$ cat src/rtl/pgw_pkg.sv
`timescale 1ns/1ps
package pgw_pkg;
    localparam int ENT_W         = 64;
    localparam int ENT_BYTES_LOG = 3;
    localparam int WALK_LEVELS   = 4;

    // entry bit positions decoded by the walker
    localparam int BIT_PRESENT = 0;
    localparam int BIT_WRITE   = 1;
    localparam int BIT_USER    = 2;
    localparam int BIT_LEAF    = 7;
    localparam int BIT_NOEXEC  = 63;

    typedef enum logic [2:0] {
        ST_IDLE,
        ST_L4,
        ST_L3,
        ST_L2,
        ST_L1,
        ST_DONE,
        ST_FAULT
    } walk_st_e;

    typedef enum logic [1:0] {
        FC_NONCANON = 2'd0,
        FC_ABSENT   = 2'd1,
        FC_WRITE    = 2'd2,
        FC_PRIV     = 2'd3
    } fault_e;

    typedef struct packed {
        logic wr;
        logic usr;
        logic nx;
    } perm_t;
endpackage

$ cat src/rtl/pgw_index.sv
`timescale 1ns/1ps
module pgw_index #(
    parameter int VA_W   = 64,
    parameter int OFF_W  = 12,
    parameter int IDX_W  = 9,
    parameter int LEVELS = 4
) (
    input  logic [OFF_W+LEVELS*IDX_W-1:OFF_W] va_idx_bits,
    output logic [LEVELS-1:0][IDX_W-1:0]      idx
);
    // slot 0 is the level-1 index, slot LEVELS-1 the top-level index
    genvar g;
    generate
        for (g = 0; g < LEVELS; g++) begin : g_slice
            assign idx[g] = va_idx_bits[OFF_W + g*IDX_W +: IDX_W];
        end
    endgenerate
endmodule

$ cat src/rtl/pgw_addr_gen.sv
`timescale 1ns/1ps
module pgw_addr_gen #(
    parameter int PA_W  = 52,
    parameter int OFF_W = 12,
    parameter int IDX_W = 9
) (
    input  logic [PA_W-OFF_W-1:0] table_frame,
    input  logic [IDX_W-1:0]      idx,
    output logic [PA_W-1:0]       entry_addr
);
    import pgw_pkg::*;

    logic [PA_W-1:0] base_bytes;
    logic [PA_W-1:0] idx_bytes;

    always_comb begin
        base_bytes = {table_frame, {OFF_W{1'b0}}};
        idx_bytes  = {{(PA_W-IDX_W){1'b0}}, idx} << ENT_BYTES_LOG;
        entry_addr = base_bytes + idx_bytes;
    end
endmodule

$ cat src/rtl/pgw_leaf.sv
`timescale 1ns/1ps
module pgw_leaf #(
    parameter int PA_W     = 52,
    parameter int OFF_W    = 12,
    parameter int IDX_W    = 9,
    parameter int HUGE_TOP = 2
) (
    input  logic [PA_W-OFF_W-1:0]          frame,
    input  logic [OFF_W+HUGE_TOP*IDX_W-1:0] va_low,
    input  logic                           size_bit,
    input  logic [1:0]                     lvl,
    output logic [PA_W-1:0]                leaf_pa,
    output logic                           is_leaf
);
    localparam int FRAME_W = PA_W - OFF_W;

    logic [HUGE_TOP:0][PA_W-1:0] pa_cand;

    // level g leaf: frame bits above g*IDX_W, virtual bits below
    genvar g;
    generate
        for (g = 0; g <= HUGE_TOP; g++) begin : g_cand
            assign pa_cand[g] = {frame[FRAME_W-1:g*IDX_W], va_low[OFF_W+g*IDX_W-1:0]};
        end
    endgenerate

    always_comb begin
        leaf_pa = '0;
        for (int i = 0; i <= HUGE_TOP; i++) begin
            if (int'(lvl) == i) leaf_pa = pa_cand[i];
        end
        is_leaf = (lvl == 2'd0) || (size_bit && (int'(lvl) <= HUGE_TOP));
    end
endmodule

$ cat src/rtl/pgw_perm_acc.sv
`timescale 1ns/1ps
module pgw_perm_acc
    import pgw_pkg::*;
(
    input  logic  clk,
    input  logic  rst_n,
    input  logic  clr,
    input  logic  upd,
    input  perm_t ent,
    output perm_t acc,
    output perm_t eff
);
    always_comb begin
        eff.wr  = acc.wr  & ent.wr;
        eff.usr = acc.usr & ent.usr;
        eff.nx  = acc.nx  | ent.nx;
    end

    always_ff @(posedge clk or negedge rst_n) begin
        if (!rst_n) begin
            acc <= '{wr: 1'b1, usr: 1'b1, nx: 1'b0};
        end else if (clr) begin
            acc <= '{wr: 1'b1, usr: 1'b1, nx: 1'b0};
        end else if (upd) begin
            acc <= eff;
        end
    end
endmodule

$ cat src/rtl/pgw_top.sv
`timescale 1ns/1ps
module pgw_top
    import pgw_pkg::*;
#(
    parameter int VA_W     = 64,
    parameter int PA_W     = 52,
    parameter int OFF_W    = 12,
    parameter int IDX_W    = 9,
    parameter int HUGE_TOP = 2
) (
    input  logic                  clk,
    input  logic                  rst_n,
    input  logic                  req_valid,
    input  logic [VA_W-1:0]       req_vaddr,
    input  logic                  req_write,
    input  logic                  req_exec,
    input  logic                  req_user,
    input  logic [PA_W-OFF_W-1:0] root_frame,
    output logic                  busy,
    output logic                  mem_req_valid,
    output logic [PA_W-1:0]       mem_req_addr,
    input  logic                  mem_rsp_valid,
    input  logic [63:0]           mem_rsp_data,
    output logic                  done_valid,
    output logic                  done_fault,
    output logic [1:0]            fault_code,
    output logic [VA_W-1:0]       fault_vaddr,
    output logic [PA_W-1:0]       done_paddr,
    output logic                  done_writable,
    output logic                  done_user,
    output logic                  done_noexec
);
    localparam int FRAME_W = PA_W - OFF_W;
    localparam int IMPL_W  = OFF_W + WALK_LEVELS*IDX_W;
    localparam int LOW_W   = OFF_W + HUGE_TOP*IDX_W;

    walk_st_e st_q, st_d;
    logic               wait_q;
    logic [VA_W-1:0]    va_q;
    logic               wr_q, ex_q, us_q;
    logic [FRAME_W-1:0] frame_q;
    fault_e             code_q;
    logic [PA_W-1:0]    pa_q;

    // request side: canonical form check
    logic [VA_W-IMPL_W:0] ext_bits;
    logic                 canon_req;
    always_comb begin
        ext_bits  = req_vaddr[VA_W-1:IMPL_W-1];
        canon_req = (&ext_bits) | ~(|ext_bits);
    end

    // level decode
    logic     in_walk;
    logic [1:0] lvl;
    walk_st_e st_below;
    always_comb begin
        in_walk  = 1'b1;
        lvl      = 2'd0;
        st_below = ST_IDLE;
        unique case (st_q)
            ST_L4:   begin lvl = 2'd3; st_below = ST_L3; end
            ST_L3:   begin lvl = 2'd2; st_below = ST_L2; end
            ST_L2:   begin lvl = 2'd1; st_below = ST_L1; end
            ST_L1:   begin lvl = 2'd0; st_below = ST_IDLE; end
            default: in_walk = 1'b0;
        endcase
    end

    // entry fields
    logic               ent_present;
    logic [FRAME_W-1:0] ent_frame;
    perm_t              ent_perm;
    logic               unused_ent_bits;
    always_comb begin
        ent_present     = mem_rsp_data[BIT_PRESENT];
        ent_frame       = mem_rsp_data[PA_W-1:OFF_W];
        ent_perm.wr     = mem_rsp_data[BIT_WRITE];
        ent_perm.usr    = mem_rsp_data[BIT_USER];
        ent_perm.nx     = mem_rsp_data[BIT_NOEXEC];
        unused_ent_bits = ^{mem_rsp_data[ENT_W-2:PA_W],
                            mem_rsp_data[OFF_W-1:BIT_LEAF+1],
                            mem_rsp_data[BIT_LEAF-1:BIT_USER+1]};
    end

    // index extraction and entry address
    logic [WALK_LEVELS-1:0][IDX_W-1:0] idx;
    pgw_index #(
        .VA_W(VA_W), .OFF_W(OFF_W), .IDX_W(IDX_W), .LEVELS(WALK_LEVELS)
    ) u_index (
        .va_idx_bits (va_q[IMPL_W-1:OFF_W]),
        .idx         (idx)
    );

    logic [PA_W-1:0] ent_addr;
    pgw_addr_gen #(
        .PA_W(PA_W), .OFF_W(OFF_W), .IDX_W(IDX_W)
    ) u_addr (
        .table_frame (frame_q),
        .idx         (idx[lvl]),
        .entry_addr  (ent_addr)
    );

    // leaf detection and output address
    logic [PA_W-1:0] leaf_pa;
    logic            is_leaf;
    pgw_leaf #(
        .PA_W(PA_W), .OFF_W(OFF_W), .IDX_W(IDX_W), .HUGE_TOP(HUGE_TOP)
    ) u_leaf (
        .frame    (ent_frame),
        .va_low   (va_q[LOW_W-1:0]),
        .size_bit (mem_rsp_data[BIT_LEAF]),
        .lvl      (lvl),
        .leaf_pa  (leaf_pa),
        .is_leaf  (is_leaf)
    );

    // permission merge along the path
    logic  accept, rsp_take;
    perm_t perm_acc, perm_eff;
    always_comb begin
        accept   = (st_q == ST_IDLE) && req_valid;
        rsp_take = in_walk && wait_q && mem_rsp_valid;
    end

    pgw_perm_acc u_perm (
        .clk   (clk),
        .rst_n (rst_n),
        .clr   (accept),
        .upd   (rsp_take && ent_present),
        .ent   (ent_perm),
        .acc   (perm_acc),
        .eff   (perm_eff)
    );

    logic viol_write, viol_priv;
    always_comb begin
        viol_write = wr_q && !perm_eff.wr;
        viol_priv  = (us_q && !perm_eff.usr) || (ex_q && perm_eff.nx);
    end

    // next state
    always_comb begin
        st_d = st_q;
        unique case (st_q)
            ST_IDLE: begin
                if (req_valid) st_d = canon_req ? ST_L4 : ST_FAULT;
            end
            ST_L4, ST_L3, ST_L2, ST_L1: begin
                if (rsp_take) begin
                    if (!ent_present)                 st_d = ST_FAULT;
                    else if (is_leaf)                 st_d = (viol_write || viol_priv) ? ST_FAULT : ST_DONE;
                    else                              st_d = st_below;
                end
            end
            ST_DONE, ST_FAULT: st_d = ST_IDLE;
            default:           st_d = ST_IDLE;
        endcase
    end

    // state register
    always_ff @(posedge clk or negedge rst_n) begin
        if (!rst_n) st_q <= ST_IDLE;
        else        st_q <= st_d;
    end

    // walk context and result registers
    always_ff @(posedge clk or negedge rst_n) begin
        if (!rst_n) begin
            wait_q  <= 1'b0;
            va_q    <= '0;
            wr_q    <= 1'b0;
            ex_q    <= 1'b0;
            us_q    <= 1'b0;
            frame_q <= '0;
            code_q  <= FC_NONCANON;
            pa_q    <= '0;
        end else if (accept) begin
            va_q    <= req_vaddr;
            wr_q    <= req_write;
            ex_q    <= req_exec;
            us_q    <= req_user;
            frame_q <= root_frame;
            wait_q  <= 1'b0;
            code_q  <= FC_NONCANON;
            pa_q    <= '0;
        end else if (in_walk && !wait_q) begin
            wait_q <= 1'b1;
        end else if (rsp_take) begin
            wait_q  <= 1'b0;
            frame_q <= ent_frame;
            if (!ent_present) begin
                code_q <= FC_ABSENT;
            end else if (is_leaf) begin
                if (viol_write)     code_q <= FC_WRITE;
                else if (viol_priv) code_q <= FC_PRIV;
                else                pa_q   <= leaf_pa;
            end
        end
    end

    // outputs
    always_comb begin
        busy          = (st_q != ST_IDLE);
        mem_req_valid = in_walk && !wait_q;
        mem_req_addr  = ent_addr;
        done_valid    = (st_q == ST_DONE) || (st_q == ST_FAULT);
        done_fault    = (st_q == ST_FAULT);
        fault_code    = (st_q == ST_FAULT) ? code_q : FC_NONCANON;
        fault_vaddr   = (st_q == ST_FAULT) ? va_q : '0;
        done_paddr    = (st_q == ST_DONE) ? pa_q : '0;
        done_writable = (st_q == ST_DONE) && perm_acc.wr;
        done_user     = (st_q == ST_DONE) && perm_acc.usr;
        done_noexec   = (st_q == ST_DONE) && perm_acc.nx;
    end
endmodule

$ cat config.mk
export PLATFORM = sky130hd
export DESIGN_NAME = pgw_top
export DESIGN_NICKNAME = d
export VERILOG_FILES = /design/src/rtl/pgw_pkg.sv /design/src/rtl/pgw_index.sv /design/src/rtl/pgw_addr_gen.sv /design/src/rtl/pgw_leaf.sv /design/src/rtl/pgw_perm_acc.sv /design/src/rtl/pgw_top.sv
export SDC_FILE = /design/constraint.sdc
export NUM_CORES = 1
export LEC_CHECK = 0
export CORE_MARGIN = 3
export CORE_UTILIZATION = 49
export CTS_CLUSTER_SIZE = 30
export DETAILED_ROUTE_END_ITERATION = 10
export PLACE_DENSITY_LB_ADDON = 0.08
export SETUP_SLACK_MARGIN = 0.2
export SLEW_MARGIN = 40
export SYNTH_ARGS = -nofsm -noshare
export SYNTH_HDL_FRONTEND = slang
export SYNTH_HIERARCHICAL = 1
export SYNTH_SLANG_ARGS = --single-unit
$ cat constraint.sdc
create_clock -name clk -period 4.7 [get_ports clk]
set_input_delay 0.47 -clock clk [delete_from_list [all_inputs] [get_ports clk]]
set_output_delay 0.47 -clock clk [all_outputs]
set_load 0.02 [all_outputs]
==> impl_metrics.prom <==
# TYPE chip_impl_metric gauge
chip_impl_metric{name="slowest_delay",unit="ps"} 610
chip_impl_info{name="timing.hold.worst.class",value="reg -> reg"} 1
chip_impl_metric{name="grtUsageTotal",unit="%"} 25.5
chip_impl_info{name="tritoncts",value="built"} 1
chip_impl_metric{name="first_iter_violations",unit=""} 387
chip_impl_metric{name="initial_antenna_violation_count",unit=""} 0
chip_impl_info{name="cp_cell_sequence",value="xnor2_1 > nor2_4 > mux4_2 > clkdlybuf4s50_1"} 1
chip_impl_metric{name="route.final.wire_length",unit="um"} 27100
chip_impl_metric{name="layout.filler_cells",unit=""} 1548
chip_impl_metric{name="cts_setup_buffers",unit=""} 0
chip_impl_metric{name="layout-drive-gt1-share",unit="%"} 5.65
chip_impl_metric{name="drc",unit=""} 0
chip_impl_metric{name="multiInputGateArea",unit="um2"} 4130
chip_impl_metric{name="synth.distinct_cells",unit=""} 51
chip_impl_metric{name="timing.max_cap.violations",unit=""} 0
chip_impl_metric{name="power_frac_comb",unit="%"} 45.3
chip_impl_metric{name="crit_path_max_fanout",unit=""} 23
chip_impl_metric{name="area_overhead_of_the_layout_relative_to_synthesis",unit="%"} 36.2
chip_impl_metric{name="internal_power",unit="mW"} 4.55
chip_impl_metric{name="pin_count_of_the_biggest_net_entering_global_routing",unit=""} 105
chip_impl_metric{name="floorplan.rows",unit=""} 49
chip_impl_info{name="post_synth_main_area_contributors",value="sky130_fd_sc_hd__dfrtp_1, sky130_fd_sc_hd__nand2_1, sky130_fd_sc_hd__and2_1"} 1
chip_impl_metric{name="via_count",unit=""} 7770
chip_impl_metric{name="synth_seq_cells",unit=""} 168
chip_impl_metric{name="first_global_vias",unit=""} 7489
chip_impl_metric{name="vdd_ir_drop_max",unit="uV"} 286
chip_impl_metric{name="maxClockFrequency",unit="GHz"} 0.305
chip_impl_metric{name="power.share.sequential",unit="%"} 34.1
chip_impl_metric{name="drt_pre_antenna_iters",unit=""} 5
chip_impl_metric{name="post-route-util",unit="%"} 69.3
chip_impl_info{name="clock_tree.root_cell",value="sky130_fd_sc_hd__clkbuf_16"} 1
chip_impl_metric{name="detail_route.vias_per_cell",unit=""} 5.11
chip_impl_metric{name="edff_count_synth",unit=""} 0
chip_impl_metric{name="total_power_consumption_of_the_routed_design",unit="mW"} 7.49
chip_impl_metric{name="post_drt_wl_per_cell",unit="um"} 17.8
chip_impl_metric{name="syn_avg_cell_area",unit="um2"} 8.69
chip_impl_metric{name="cp_data_arrival_time",unit="ps"} 2810
chip_impl_info{name="timing.setup.critical_path_class",value="reg -> out"} 1
chip_impl_metric{name="timing.setup.tns",unit="ps"} 0
chip_impl_info{name="critical-path-slowest-cell",value="sky130_fd_sc_hd__nor2_4"} 1
chip_impl_metric{name="worstMarginPinSlew",unit="ps"} 758
chip_impl_metric{name="power.density",unit="nW/um2"} 589
chip_impl_metric{name="switching_share",unit="%"} 39.3
chip_impl_metric{name="global_route_wire_length_before_repair",unit="um"} 41300
chip_impl_info{name="rsz0062_at_grt",value="false"} 1
chip_impl_metric{name="netlist.area_leader.share",unit="%"} 44.5
chip_impl_metric{name="fp.dieArea",unit="um2"} 20700
chip_impl_metric{name="clock_path_buffers",unit=""} 2
chip_impl_info{name="yosys.cell_count.top_type",value="sky130_fd_sc_hd__nand2_1"} 1
chip_impl_metric{name="slew_headroom",unit="%"} 49.4
chip_impl_metric{name="cts.sinks",unit=""} 168
chip_impl_metric{name="port_buffers",unit=""} 329
chip_impl_metric{name="cts_hold_repair.buffers",unit=""} 0
chip_impl_metric{name="remaining_antenna_violation_count_after_routing",unit=""} 0
chip_impl_metric{name="total_switching_power",unit="mW"} 2.95
chip_impl_metric{name="post-route-min-period",unit="ps"} 3280
chip_impl_metric{name="seq_area",unit="um2"} 4210
chip_impl_metric{name="top_level_ports",unit=""} 352
chip_impl_metric{name="cts-htree-levels",unit=""} 4
chip_impl_metric{name="globalplace.congestion",unit=""} 0.807
chip_impl_metric{name="cts-buffers-inserted",unit=""} 17
chip_impl_metric{name="power.static_leakage",unit="nW"} 5.51
chip_impl_metric{name="placeableCoreArea",unit="um2"} 18300
chip_impl_info{name="cp-end-kind",value="output port"} 1
chip_impl_metric{name="period_utilisation_layout",unit="%"} 69.7
chip_impl_metric{name="synth_sequential_area_ratio",unit="%"} 45.1
chip_impl_metric{name="syn-instance-count",unit=""} 1074
chip_impl_metric{name="post_cts_resized",unit=""} 0
chip_impl_metric{name="die_h",unit="um"} 144
chip_impl_metric{name="final_ws_setup",unit="ps"} 1420
chip_impl_info{name="critPathLaunchType",value="register"} 1
chip_impl_info{name="post_synth_most_frequent_cells",value="sky130_fd_sc_hd__nand2_1, sky130_fd_sc_hd__dfrtp_1, sky130_fd_sc_hd__and2_1"} 1
chip_impl_metric{name="finalMaxSlewViolations",unit=""} 0
chip_impl_metric{name="synth_async_sr_flop_share",unit="%"} 100
chip_impl_metric{name="place_worst_setup_slack",unit="ps"} 1550
chip_impl_metric{name="setup_viol",unit=""} 0
chip_impl_metric{name="fin_skew",unit="ps"} 8.45
chip_impl_metric{name="clock_power_share",unit="%"} 20.6
chip_impl_metric{name="required",unit="ps"} 4230
chip_impl_metric{name="synthesis.area",unit="um2"} 9330
chip_impl_metric{name="design.final.nets",unit=""} 1453
chip_impl_info{name="netlist.top_cell.by_area",value="sky130_fd_sc_hd__dfrtp_1"} 1
chip_impl_metric{name="clk_transition_reported_paths",unit="ps"} 70
chip_impl_info{name="synth_ff_type",value="sky130_fd_sc_hd__dfrtp_1"} 1
chip_impl_metric{name="initial_utilization",unit="%"} 50.9
chip_impl_metric{name="clk_lat_worst_skew",unit="ps"} 430
chip_impl_info{name="run_status",value="completed"} 1
chip_impl_metric{name="synthesis.yosys.warnings",unit=""} 6
chip_impl_metric{name="die_width",unit="um"} 144
chip_impl_metric{name="grt_overflow_total",unit=""} 0
chip_impl_metric{name="dp.final_hpwl",unit="um"} 19200
chip_impl_metric{name="report.final.hold_viol_count",unit=""} 0
per-stage QoR:
stage,hold WS [ps],cell area (um2),instances
finish,466,12700,1521
global route,488,12700,1520
CTS,98.3,12700,1518
detailed placement,455,12000,1486
global placement,450,12000,1486
floorplan,174,9340,1076
critical path: cells and delay by family, from the launching register on:
family	cells	cell delay (ps)
and+or+nand+nor	1	610
DFF	1	580
buffers and inverters	1	570
muxes	1	420
xor gates and xnor gates	1	190
layer usage:
layer	part of all wire (%)	track usage, %	up-vias	wire length, um
li1	-	-	3781	-
met1	42	33.2	3704	11300
met2	49	42.4	261	13200
met5	0	0	-	0
met4	1.4	7.19	0	376
met3	7.8	6.58	24	2110
cell type report:
cell class | instances | share of cell area (%)
well taps | 229 | 2.25
clock inverters | 12 | 1.57
inverters | 7 | 0.226
multi-input cells | 744 | 32.5
diodes | 1 | 0.0197
repair buffers | 340 | 26.8
flip-flops and latches | 168 | 33.1
clock buffers | 20 | 3.51
worst paths after layout:
path / startpoint / end / slack, ps / depth (start not counted)
max: st_q[0]$_DFFE_PN0P_ / mem_req_addr[10] / 1420 / 4
min: va_q[57]$_DFFE_PN0P_ / va_q[57]$_DFFE_PN0P_ / 470 / 2
max reg2reg: st_q[0]$_DFFE_PN0P_ / pa_q[14]$_DFFE_PN0P_ / 1670 / 9
min reg2reg: va_q[57]$_DFFE_PN0P_ / va_q[57]$_DFFE_PN0P_ / 470 / 2
max in group asynchronous: rst_n / va_q[59]$_DFFE_PN0P_ / 3030 / 4
min in group asynchronous: rst_n / frame_q[37]$_DFFE_PN0P_ / 480 / 2
flip-flops by register name, summed over array words and instances, names as in the netlist:
name and flops:
frame_q 40, u_perm/acc 3, pa_q 52, st_q 3, wr_q 1, us_q 1, ex_q 1, va_q 64
code_q 2, wait_q 1
power groups by stage:
| stage | clock network, mW | registers, mW | logic [mW] |
|---|---|---|---|
| 2_1_floorplan | 0 | 2.37 | 2.72 |
| 3_3_place_gp | 0 | 2.53 | 3.34 |
| 3_5_place_dp | 0 | 2.57 | 3.41 |
| 4_1_cts | 1.57 | 2.55 | 3.43 |
| 5_1_grt | 1.63 | 2.63 | 3.72 |
| 6_report | 1.54 | 2.55 | 3.40 |
cells by family after synthesis:
family / synth area share (%)
XOR/XNOR: 0.268
flip-flops: 45.1
buffers and inverters: 11.2
multiplexers: 7.55
adder cells (fa/ha/maj): 0.121
AND/OR/NAND/NOR: 27.3
AO/OA/AOI/OAI: 8.53
other: 0.0402
cell usage in the layout (no fill, tap or decap), types with 3 or more instances in the layout:
cell type,instances
sky130_fd_sc_hd__a21o_1,3
sky130_fd_sc_hd__a21oi_1,6
sky130_fd_sc_hd__a22o_1,9
sky130_fd_sc_hd__and2_1,155
sky130_fd_sc_hd__buf_4,7
sky130_fd_sc_hd__bufinv_16,5
sky130_fd_sc_hd__clkbuf_16,17
sky130_fd_sc_hd__clkdlybuf4s50_1,328
sky130_fd_sc_hd__clkinv_2,3
sky130_fd_sc_hd__clkinv_4,3
sky130_fd_sc_hd__conb_1,3
sky130_fd_sc_hd__dfrtp_1,166
sky130_fd_sc_hd__inv_1,5
sky130_fd_sc_hd__mux2i_1,49
sky130_fd_sc_hd__mux4_2,9
sky130_fd_sc_hd__nand2_1,349
sky130_fd_sc_hd__nand2b_1,4
sky130_fd_sc_hd__nand4_1,6
sky130_fd_sc_hd__nor2_1,7
sky130_fd_sc_hd__nor2b_1,4
sky130_fd_sc_hd__nor4_1,4
sky130_fd_sc_hd__o21ai_0,83
sky130_fd_sc_hd__o21ai_1,10
sky130_fd_sc_hd__o2bb2ai_1,9
Note: power is estimated with default switching activity, not from simulation.
